`src/rtl/pmf_pkg.sv`:
```
// Shared types and the match rule for the serial parity-match detector.
// Assumes callers pass bits in stream order: oldest, previous, current.
package pmf_pkg;

    typedef enum logic [1:0] {
        PH_START  = 2'd0,  // nothing seen since reset
        PH_ONE    = 2'd1,  // one bit seen
        PH_STEADY = 2'd2   // two or more bits seen
    } phase_e;

    // Match when the current bit equals the XOR of the two before it.
    function automatic logic match_rule(input logic oldest, input logic prev, input logic cur);
        return cur == (oldest ^ prev);
    endfunction

endpackage

```
`src/rtl/pmf_mealy_core.sv`:
```
// Mealy-form detector: the flag is combinational from the stored two-bit
// history and the incoming bit. Assumes take_i marks cycles carrying a bit.
module pmf_mealy_core
    import pmf_pkg::*;
(
    input  logic clk,
    input  logic rst_n,
    input  logic take_i,
    input  logic bit_i,
    output logic match_o
);

    phase_e phase_q;
    logic   oldest_q;
    logic   prev_q;

    // Advance the warm-up phase and shift the history on each accepted bit.
    always_ff @(posedge clk) begin
        if (!rst_n) begin
            phase_q  <= PH_START;
            oldest_q <= 1'b0;
            prev_q   <= 1'b0;
        end else if (take_i) begin
            oldest_q <= prev_q;
            prev_q   <= bit_i;
            case (phase_q)
                PH_START: phase_q <= PH_ONE;
                default:  phase_q <= PH_STEADY;
            endcase
        end
    end

    // Report a match only for an accepted bit with full history.
    always_comb begin
        match_o = (phase_q == PH_STEADY) && take_i && match_rule(oldest_q, prev_q, bit_i);
    end

endmodule

```
`src/rtl/pmf_moore_core.sv`:
```
// Moore-form detector: the state holds (previous, current, pending flag), and
// the output is the pending flag. Assumes the same take_i qualifier as the
// Mealy core.
module pmf_moore_core
    import pmf_pkg::*;
(
    input  logic clk,
    input  logic rst_n,
    input  logic take_i,
    input  logic bit_i,
    output logic flag_o
);

    phase_e phase_q;
    logic   prev_q;
    logic   cur_q;
    logic   pend_q;

    // Shift the history and compute the flag to present next cycle.
    always_ff @(posedge clk) begin
        if (!rst_n) begin
            phase_q <= PH_START;
            prev_q  <= 1'b0;
            cur_q   <= 1'b0;
            pend_q  <= 1'b0;
        end else if (take_i) begin
            prev_q <= cur_q;
            cur_q  <= bit_i;
            pend_q <= (phase_q == PH_STEADY) && match_rule(prev_q, cur_q, bit_i);
            case (phase_q)
                PH_START: phase_q <= PH_ONE;
                default:  phase_q <= PH_STEADY;
            endcase
        end else begin
            pend_q <= 1'b0;
        end
    end

    // The output is the stored pending flag alone.
    always_comb begin
        flag_o = pend_q;
    end

endmodule

```
`src/rtl/parity_match_fsm.sv`:
```
// Top level of the serial parity-match detector. It feeds one stream to a
// Mealy core and a Moore core. HAS_VALID picks whether in_valid qualifies
// the bits (1) or every cycle carries a bit (0).
module parity_match_fsm #(
    parameter bit HAS_VALID = 1'b1
) (
    input  logic clk,
    input  logic rst_n,
    input  logic in_valid,
    input  logic in_bit,
    output logic mealy_out,
    output logic moore_out
);

    logic take;

    generate
        if (HAS_VALID) begin : g_qual
            // Accept a bit only when the qualifier is high.
            assign take = in_valid;
        end else begin : g_free
            logic unused_valid;
            // Accept every cycle; the qualifier is left unconnected internally.
            assign unused_valid = in_valid;
            assign take = 1'b1;
        end
    endgenerate

    pmf_mealy_core u_mealy (
        .clk     (clk),
        .rst_n   (rst_n),
        .take_i  (take),
        .bit_i   (in_bit),
        .match_o (mealy_out)
    );

    pmf_moore_core u_moore (
        .clk    (clk),
        .rst_n  (rst_n),
        .take_i (take),
        .bit_i  (in_bit),
        .flag_o (moore_out)
    );

endmodule

```
`config.mk`:
```
export PLATFORM = sky130hd
export DESIGN_NAME = parity_match_fsm
export DESIGN_NICKNAME = d
export VERILOG_FILES = /design/src/rtl/pmf_pkg.sv /design/src/rtl/pmf_mealy_core.sv /design/src/rtl/pmf_moore_core.sv /design/src/rtl/parity_match_fsm.sv
export SDC_FILE = /design/constraint.sdc
export NUM_CORES = 1
export LEC_CHECK = 0
export CAP_MARGIN = 20
export CORE_AREA = 2 2 39 41
export DETAILED_ROUTE_END_ITERATION = 8
export DIE_AREA = 0 0 41 43
export HOLD_SLACK_MARGIN = 0.12
export PLACE_DENSITY = 0.53
export SYNTH_ARGS = -nofsm -noshare
export SYNTH_HDL_FRONTEND = slang
export SYNTH_SLANG_ARGS = --single-unit
```
`constraint.sdc`:
```
create_clock -name clk -period 1.5 [get_ports clk]
set_clock_uncertainty 0.15 [all_clocks]
set_input_delay 0.3 -clock clk [delete_from_list [all_inputs] [get_ports clk]]
set_output_delay 0.3 -clock clk [all_outputs]
set_load 0.005 [all_outputs]
```
==> metrics.md <==
| Metric | Value |
|---|---|
| Area growth syn-to-layout | `39.0%` |
| Clock Latency Late Sink | `0.24 ns` |
| Pins Over Slew Limit | `0` |
| Critical Path Source | `u_mealy.prev_q` |
| Worst r2r dst | `u_moore.flag_o` |
| Core area | `1380 um^2` |
| Routed WL per cell | `9.22 um` |
| Post-route setup TNS | `-0.318 ns` |
| Arrival time worst endpoint | `1.37 ns` |
| Hold Crit Start | `u_moore.phase_q[1]` |
| Worst-Margin Slew | `0.195 ns` |
| Crit path time final | `1.82 ns` |
| Layout cells sized above 1 | `28.9%` |
| Clock-pin slew of the registers on the worst-case setup and hold paths | `0.05 ns` |
| Switching part of the total | `22.0%` |
| Worst hold stages | `2` |
| HP Class | `reg2reg` |
| Rows | `14` |
| Mapped Nets | `31` |
| Cell variety after synth | `12` |
| Syn. warnings | `0` |
| Commonest non-fill, non-tap cell in the layout | `dfxtp_1` |
| Flop2flop setup slack | `0.17 ns` |
| Nets | `43` |
| Area of the multi-input gates | `140 um^2` |
| Total clock sinks | `7` |
| CTS tree | `built` |
| H-tree depth | `1` |
| Clock root buffer | `clkbuf_4` |
| Final Util | `29.0%` |
| CP Max Fanout | `2` |
| Setup ws final | `-0.318 ns` |
| Reg area | `143 um^2` |
| Mapped cell area | `289 um^2` |
| Total CTS buffers | `3` |
| Initial Util | `20.9%` |
| Total grt overflow | `0` |
| R2r startpoint | `u_mealy.prev_q` |
| Clk network pwr share | `39.4%` |
| RSZ-0062 raised after global routing | `yes` |
| Violated checks | `setup timing` |
| PortBufs | `5` |
| Synth Register Bits | `7` |
| Max-Cap Viols | `0` |
| Commonest cells after routing, fill and taps aside | `5 x dfxtp_1, 4 x a21oi_1, 4 x nor2_1, 3 x clkbuf_4, 3 x buf_4` |
| WP data required | `1.05 ns` |
| Total die area | `1760 um^2` |
| Relative slew margins | `87.0%` |
| Avg Cell Area, Syn | `10.7 um^2` |
| Max frequency | `0.550 GHz` |
| Via/cell ratio | `4.20` |
| Area leader, netlist | `dfxtp_1` |
| Worst setup endpoint | `mealy_out` |
| DR vias | `227` |
| IR drop worst, VDD | `333 uV` |
| Pwr dens | `1060 nW/um^2` |
| LEAKAGE | `0.191 nW` |
| Outcome | `finished with violations` |
| Post-DRT Antenna Nets | `0` |
| Iteration-0 DRC Markers | `6` |
| Crit. End Element | `output pin` |
| Largest net degree at the start of global routing | `10` |
| Synth top area share | `48.5%` |
| Gate power share | `12.6%` |
| Initial DRT Pass Iterations | `2` |
| R2R cell count | `3` |
| DIE WIDTH | `41 um` |
| Placer Congestion | `0.687` |
| Vias in the first global route | `228` |
| Syn Inst Count | `27` |
| Sequential share of the synthesized area | `48.5%` |
| Fin Hold WS | `0.328 ns` |
| Antenna violations before repair | `0` |
| GRT Total Usage | `8.38%` |
| Seq pwr share | `48.0%` |
| N_diodes | `0` |
| Fill cells | `149` |
| Internal | `0.333 mW` |
| Postcts setup bufs | `0` |
| Die Height | `43 um` |
| Longest Clk Path Bufs | `2` |
| Final WL | `498 um` |
| Setup violators final | `1` |
| Psw | `0.0938 mW` |
| Finished Cell Area | `402 um^2` |
| Io pins | `6` |
| Final Hold Fails | `0` |
| First-pass GRT wire length | `917 um` |
| Kind of critical path | `reg2out` |
| Worst Setup Start Kind | `flip-flop` |
| DRC violations left | `0` |
| Placed inst area | `377 um^2` |
| Top cells by area, synth | `dfxtp_1 48%, xor3_1 8.2%, a21oi_1 6.9%` |
| Period utilisation layout | `121%` |
-- through the flow --
step	total power, mW	cells	setup WS (ns)
floorplan	0.239	27	0.0284
global route	0.458	54	-0.390
detailed placement	0.264	50	-0.771
CTS	0.435	54	-0.334
finish	0.427	54	-0.318
global placement	0.261	50	-0.777
-- registers in the layout (all words and copies together), names as in the netlist --
signal / count
u_moore.phase_q: 2
u_mealy.prev_q: 1
u_mealy.phase_q: 2
u_moore.flag_o: 1
u_mealy.oldest_q: 1
-- cell type report --
class                           count  share of cell area (%)
Clock buffer                        4                    6.54
Sequential cell                     7                    35.5
Timing Repair Buffer                8                    17.1
Inverter                            1                   0.935
Multi-Input combinational cell     18                    34.9
Tap cell                           16                    4.98
-- how the worst min path moves through the flow --
stage                               to  slack (ns)
finish                  u_moore.flag_o        0.33
global placement        u_moore.flag_o        0.31
detailed placement      u_moore.flag_o        0.33
CTS                     u_mealy.prev_q        0.33
floorplan           u_mealy.phase_q[1]        0.30
global route            u_mealy.prev_q        0.36
-- timing repair --
action | CTS | global route
endpoints found under the setup margin | 1 | 2
pin swaps | 2 | 2
resized for setup | 6 | 2
hold buffers | 0 | 0
-- layer usage --
layer  GRT usage, %  vias up  share of wire [%]
li1               -      117                  -
met1           9.48      105                 49
met2           10.3        5                 43
met3           4.71        0                7.4
met4           8.00        0                  0
met5              0        -                  0
-- synthesized netlist by cell type --
library cell / instances
dfxtp_1: 7
nor4b_2: 1
or3b_1: 2
mux2i_1: 2
nand2_1: 1
a21oi_1: 4
xor3_1: 1
inv_1: 1
buf_2: 1
nor2_1: 4
and4bb_2: 1
nand2b_1: 2
-- cell families (layout without fill, tap and decap cells) --
logic type | count (synthesis) | after routing | synth area share (%)
flip-flops | 7 | 7 | 48.5
buffers and inverters | 2 | 13 | 3.03
XOR/XNOR | 1 | 1 | 8.22
AO/OA/AOI/OAI | 4 | 4 | 6.93
multiplexers | 2 | 2 | 6.93
AND/OR/NAND/NOR | 11 | 11 | 26.4
-- power by group through the flow --
stage | combinational [mW] | clock, mW | sequential, mW
floorplan | 0.0314 | 0 | 0.207
global placement | 0.0534 | 0 | 0.208
detailed placement | 0.0552 | 0 | 0.209
CTS | 0.0545 | 0.176 | 0.205
global route | 0.0599 | 0.191 | 0.206
finish | 0.0539 | 0.168 | 0.205
-- worst max-delay path, cell delays in order (launching register included) --
cell and delay, ns:
dfxtp_2 0.32, xor3_1 0.40, and4bb_2 0.29, buf_2 0.11
Note: power is estimated with default switching activity, not from simulation.
